[src/rtl/lane_steer_pkg.sv]
package lane_steer_pkg;

    // {bhe_n, a0} is the encoding; order is fixed by the bus
    typedef enum logic [1:0] {
        ACC_WORD = 2'b00,
        ACC_ODD  = 2'b01,
        ACC_EVEN = 2'b10,
        ACC_NONE = 2'b11
    } acc_e;

    typedef enum logic [2:0] {
        ST_IDLE   = 3'd0,
        ST_MEM_RD = 3'd1,
        ST_MEM_WR = 3'd2,
        ST_IO_RD  = 3'd3,
        ST_IO_WR  = 3'd4
    } cyc_e;

endpackage

[src/rtl/lane_decode.sv]
module lane_decode
    import lane_steer_pkg::*;
(
    input  logic bhe_n,
    input  logic a0,
    output acc_e kind,
    output logic lo_en,
    output logic hi_en
);

    always_comb begin
        kind  = acc_e'({bhe_n, a0});
        lo_en = 1'b0;
        hi_en = 1'b0;
        unique case (kind)
            ACC_WORD: begin lo_en = 1'b1; hi_en = 1'b1; end
            ACC_ODD:  hi_en = 1'b1;
            ACC_EVEN: lo_en = 1'b1;
            ACC_NONE: ;
        endcase
    end

endmodule

[src/rtl/cycle_fsm.sv]
module cycle_fsm
    import lane_steer_pkg::*;
(
    input  logic clk,
    input  logic rst_n,
    input  logic rd_n,
    input  logic wr_n,
    input  logic io,
    output cyc_e state,
    output logic mem_rd,
    output logic mem_wr,
    output logic io_rd,
    output logic io_wr
);

    cyc_e nxt;

    always_comb begin
        unique case ({rd_n, wr_n})
            2'b01:   nxt = io ? ST_IO_RD : ST_MEM_RD;
            2'b10:   nxt = io ? ST_IO_WR : ST_MEM_WR;
            default: nxt = ST_IDLE;
        endcase
    end

    always_ff @(posedge clk or negedge rst_n) begin
        if (!rst_n) state <= ST_IDLE;
        else        state <= nxt;
    end

    always_comb begin
        mem_rd = 1'b0;
        mem_wr = 1'b0;
        io_rd  = 1'b0;
        io_wr  = 1'b0;
        unique case (state)
            ST_IDLE:   ;
            ST_MEM_RD: mem_rd = 1'b1;
            ST_MEM_WR: mem_wr = 1'b1;
            ST_IO_RD:  io_rd  = 1'b1;
            ST_IO_WR:  io_wr  = 1'b1;
            default:   ;
        endcase
    end

endmodule

[src/rtl/byte_copier.sv]
module byte_copier
    import lane_steer_pkg::*;
#(
    parameter int LANE_W = 8,
    localparam int DATA_W = 2 * LANE_W
) (
    input  logic              mem_rd,
    input  logic              io_rd,
    input  logic              io_wr,
    input  acc_e              kind,
    input  logic              lo_en,
    input  logic              hi_en,
    input  logic [DATA_W-1:0] wdata,
    input  logic [LANE_W-1:0] lo_rdata,
    input  logic [LANE_W-1:0] hi_rdata,
    input  logic [LANE_W-1:0] per_rdata,
    output logic [LANE_W-1:0] per_wdata,
    output logic [DATA_W-1:0] host_rdata
);

    localparam int NLANE = 2;

    logic [LANE_W-1:0] mem_lane [NLANE];
    logic              lane_en  [NLANE];
    logic [LANE_W-1:0] rd_lane  [NLANE];
    logic              io_live;
    logic              io_odd;

    assign mem_lane[0] = lo_rdata;
    assign mem_lane[1] = hi_rdata;
    assign lane_en[0]  = lo_en;
    assign lane_en[1]  = hi_en;
    assign io_live     = (kind != ACC_NONE);
    assign io_odd      = (kind == ACC_ODD);

    for (genvar g = 0; g < NLANE; g++) begin : g_lane
        // lane 1 takes the peripheral byte only for odd I/O; lane 0 otherwise
        localparam bit HIGH = (g == 1);
        always_comb begin
            rd_lane[g] = '0;
            if (mem_rd && lane_en[g])
                rd_lane[g] = mem_lane[g];
            else if (io_rd && io_live && (io_odd == HIGH))
                rd_lane[g] = per_rdata;
        end
        assign host_rdata[g*LANE_W +: LANE_W] = rd_lane[g];
    end

    always_comb begin
        per_wdata = '0;
        if (io_wr && io_live)
            per_wdata = io_odd ? wdata[DATA_W-1:LANE_W] : wdata[LANE_W-1:0];
    end

endmodule

[src/rtl/lane_steer_top.sv]
module lane_steer_top
    import lane_steer_pkg::*;
#(
    parameter int ADDR_W = 20,
    parameter int DATA_W = 16,
    parameter int LANE_W = DATA_W / 2
) (
    input  logic              clk,
    input  logic              rst_n,
    input  logic [ADDR_W-1:0] host_addr,
    input  logic              host_bhe_n,
    input  logic              host_rd_n,
    input  logic              host_wr_n,
    input  logic              host_io,
    input  logic [DATA_W-1:0] host_wdata,
    output logic [DATA_W-1:0] host_rdata,
    output logic [ADDR_W-2:0] bank_addr,
    output logic              even_sel,
    output logic              odd_sel,
    output logic              even_wr,
    output logic              odd_wr,
    output logic [DATA_W-1:0] mem_wdata,
    input  logic [LANE_W-1:0] even_rdata,
    input  logic [LANE_W-1:0] odd_rdata,
    output logic              per_rd,
    output logic              per_wr,
    output logic [LANE_W-1:0] per_wdata,
    input  logic [LANE_W-1:0] per_rdata
);

    logic [ADDR_W-1:0] addr_q;
    logic              bhe_n_q;
    logic [DATA_W-1:0] wdata_q;

    always_ff @(posedge clk or negedge rst_n) begin
        if (!rst_n) begin
            addr_q  <= '0;
            bhe_n_q <= 1'b1;
            wdata_q <= '0;
        end else begin
            addr_q  <= host_addr;
            bhe_n_q <= host_bhe_n;
            wdata_q <= host_wdata;
        end
    end

    cyc_e state;
    logic mem_rd, mem_wr, io_rd, io_wr;

    cycle_fsm u_fsm (
        .clk    (clk),
        .rst_n  (rst_n),
        .rd_n   (host_rd_n),
        .wr_n   (host_wr_n),
        .io     (host_io),
        .state  (state),
        .mem_rd (mem_rd),
        .mem_wr (mem_wr),
        .io_rd  (io_rd),
        .io_wr  (io_wr)
    );

    acc_e kind;
    logic lo_en, hi_en;

    lane_decode u_dec (
        .bhe_n (bhe_n_q),
        .a0    (addr_q[0]),
        .kind  (kind),
        .lo_en (lo_en),
        .hi_en (hi_en)
    );

    byte_copier #(.LANE_W(LANE_W)) u_copy (
        .mem_rd     (mem_rd),
        .io_rd      (io_rd),
        .io_wr      (io_wr),
        .kind       (kind),
        .lo_en      (lo_en),
        .hi_en      (hi_en),
        .wdata      (wdata_q),
        .lo_rdata   (even_rdata),
        .hi_rdata   (odd_rdata),
        .per_rdata  (per_rdata),
        .per_wdata  (per_wdata),
        .host_rdata (host_rdata)
    );

    logic mem_cyc;
    assign mem_cyc   = mem_rd | mem_wr;
    assign even_sel  = mem_cyc & lo_en;
    assign odd_sel   = mem_cyc & hi_en;
    assign even_wr   = mem_wr & lo_en;
    assign odd_wr    = mem_wr & hi_en;
    assign bank_addr = addr_q[ADDR_W-1:1];
    assign mem_wdata = wdata_q;
    assign per_rd    = io_rd & (kind != ACC_NONE);
    assign per_wr    = io_wr & (kind != ACC_NONE);

endmodule

[config.mk]
export PLATFORM = sky130hd
export DESIGN_NAME = lane_steer_top
export DESIGN_NICKNAME = d
export VERILOG_FILES = /design/src/rtl/lane_steer_pkg.sv /design/src/rtl/lane_decode.sv /design/src/rtl/cycle_fsm.sv /design/src/rtl/byte_copier.sv /design/src/rtl/lane_steer_top.sv
export SDC_FILE = /design/constraint.sdc
export NUM_CORES = 1
export LEC_CHECK = 0
export CAP_MARGIN = 10
export CELL_PAD_IN_SITES_DETAIL_PLACEMENT = 2
export CELL_PAD_IN_SITES_GLOBAL_PLACEMENT = 2
export CORE_MARGIN = 2
export CORE_UTILIZATION = 18
export CTS_CLUSTER_SIZE = 20
export DETAILED_ROUTE_END_ITERATION = 10
export HOLD_SLACK_MARGIN = 0.06
export PLACE_DENSITY = 0.82
export SETUP_SLACK_MARGIN = 0.5
export SLEW_MARGIN = 0
export SYNTH_ARGS = -nofsm -noshare
export SYNTH_HDL_FRONTEND = slang
export SYNTH_SLANG_ARGS = --single-unit
[constraint.sdc]
create_clock -name clk -period 3.3 [get_ports clk]
set_input_delay 0.33 -clock clk [delete_from_list [all_inputs] [get_ports clk]]
set_output_delay 0.33 -clock clk [all_outputs]
set_load 0.01 [all_outputs]
==> reports/qor.csv <==
metric;value;unit
status;complete, no violations;
RSZ-0062 raised after global routing;no;
core area;7810;um2
Final Wtd Congestion;0.732;
CTS max path bufs;2;
Synth Register Bits;40;
Layout area overhead;104;%
number of global-route vias before repair;1680;
Critical Path Max Stage Delay;0.59;ns
vias;1392;
Peak Freq;378;MHz
hold buffer count at CTS;0;
DP Wirelength;4.75;mm
worst path arrival time;2.32;ns
initial antenna violation count;0;
worst-path fanout max;12;
first-pass GRT wire length;9.05;mm
Pre-Repair DR Iteration Count;4;
final cell count without fillers;342;
largest net degree at the start of global routing;41;
Reg clk slew, reported paths;0.08;ns
Avg Inst Size Synth;13.9;um2
largest family of logic cells by synthesized area;simple AND/OR/NAND/NOR gates;
Synth cell types;20;
Antenna diodes;0;
layout cells sized above 1;6.67;%
Final TNS setup;0;ns
DIE HEIGHT;94.1;um
drt total wl;5.86;mm
sequential area share after synthesis;68.6;%
Congestion Overflow GR;0;
crit path cell chain;nand2_4 -> nor4b_4 -> a22o_1 -> clkdlybuf4s50_1;
number of port buffers;130;
max_cap viols;0;
multiplexer area fraction after synthesis;11.0;%
initial core utilization;18.7;%
via/cell ratio;4.07;
post-DR wirelength/cell;17.1;um
TritonCTS Buffers;5;
Slew Limit Fails;0;
Ys Warns;0;
Final ANT Viol Nets;0;
post-synthesis adder-cell area fraction;0;%
Rel. slew slack;42.0;%
CTS tree;done;
Syn Nets;171;
row count;32;
nets@finish;305;
startpoint types;register;
Hold WS;0.138;ns
Ports;131;
post-route clock period utilization;80.2;%
CTS Root Cell;clkbuf_8;
CP max stage cell;dfrtp_2;
utilization after layout;38.2;%
Post-Synth Simple-Gate Area;11.8;%
Peak VDD IR;0.228;mV
Post-route DRC;0;
PwrDens;385;nW/um2
Syn Inst Count;105;
Final Hold Fails;0;
worst endpoint required time;2.97;ns
Die Wd;94.1;um
initial detailed-routing violation count;10;
Synth Area in XOR/XNOR;0;%
Post-Syn Area;1460;um2
Pleak;1.20;nW
Hold Path Class;in -> async;
setup violators final;0;
Inst Count DP;334;
Die ar.;8860;um2
actual slew at the worst max-slew pin;0.869;ns
critical path capture point type;primary output;
H-tree levels;2;
post-synthesis compound-gate area fraction;6.68;%
CP Class;reg -> out;
Total GRT Usage;13.8;%
# clock sinks;40;
Tmin final;2.65;ns
==> cell families (layout without fill, tap and decap cells) <==
logic type | after synthesis | count (layout)
DFF | 40 | 40
and+or+nand+nor | 32 | 32
muxes | 16 | 16
AOI/OAI and AO/OA | 12 | 12
buffers and inverters | 5 | 140
==> metrics by stage <==
| step | power [W] | setup slack [ns] | area [um2] |
|---|---|---|---|
| floorplan | 0.000592 | 1.79 | 1460 |
| global placement | 0.000751 | 0.756 | 2860 |
| detailed placement | 0.000759 | 0.727 | 2860 |
| CTS | 0.00117 | 0.533 | 2980 |
| global route | 0.00120 | 0.516 | 2990 |
| finish | 0.00115 | 0.654 | 2990 |
==> cells in the final DEF, fill, tap and decap left out, types with 2 or more instances in the layout <==
master and n:
clkdlybuf4s50_1 129, dfrtp_1 38, nor2_1 18, mux2i_1 16, a22o_1 8, clkbuf_8 5, nand2_1 3, a211oi_1 2
inv_1 2, nand2b_1 2, nor3_1 2
==> timing repair <==
item	4_1_cts	5_1_grt
setup endpoints to repair	14	9
setup buffers	0	0
gates resized for setup	2	1
cloned	0	0
==> where the power goes <==
group | total, W | internal (W) | switching [W]
Clock | 0.000403 | 0.000224 | 0.000179
Combinational | 0.000211 | 0.000139 | 0.0000726
Sequential | 0.000535 | 0.000515 | 0.0000199
Total | 0.00115 | 0.000878 | 0.000272
==> layer usage <==
metal / part of all wire (%) / up-vias / global-route usage [%]
met5: 0 / - / 0
met3: 14 / 5 / 7.78
met2: 50 / 89 / 24.8
li1: - / 624 / -
met4: 1.2 / 0 / 3.99
met1: 35 / 674 / 13.4
==> path summary, 6_finish.rpt <==
path,startpoint,to,depth (start not counted)
worst max-delay path,u_fsm.state[1]$_DFF_PN0_,host_rdata[10],4
worst min-delay path,rst_n,addr_q[14]$_DFF_PN0_,1
max in group asynchronous,rst_n,u_fsm.state[1]$_DFF_PN0_,1
min in group clk,host_bhe_n,bhe_n_q$_DFF_PN1_,1
==> registers in the layout, indices dropped and copies added (netlist names) <==
name         count
addr_q          20
mem_wdata       16
u_fsm.state      3
bhe_n_q          1
==> worst max-delay path: cells and delay by family (launching register included) <==
kind	cells	cell delay [ns]
compound gates	1	0.23
flops	1	0.59
buf+inv	1	0.53
simple gates	2	0.66
==> Yosys cell counts <==
master / number / area share, %
a22o_1: 8 / 4.8
inv_1: 2 / 0.51
nand2_4: 1 / 0.77
dfstp_2: 1 / 1.8
a211oi_1: 2 / 1.0
nor3_1: 2 / 0.68
nor2_1: 18 / 4.6
dfrtp_1: 39 / 67
buf_6: 1 / 0.77
nand2_1: 3 / 0.77
nor2b_1: 2 / 0.86
mux2i_1: 16 / 11
a21boi_0: 1 / 0.51
nor3_2: 1 / 0.68
o21ai_0: 1 / 0.34
or2_2: 1 / 0.43
nor4b_4: 1 / 1.6
buf_2: 2 / 0.68
nand2b_1: 2 / 0.86
or2b_1: 1 / 0.51
==> final cells by class <==
cell class                      count  area [um2]
Inverter                            2        7.51
Sequential cell                    40        1000
Clock inverter                      3        42.5
Clock buffer                        5        68.8
Tap cell                          102         128
Fill cell                         821        4820
Timing Repair Buffer              130        1300
Multi-Input combinational cell     60         439
No activity file was read; power rests on OpenSTA's default activity.
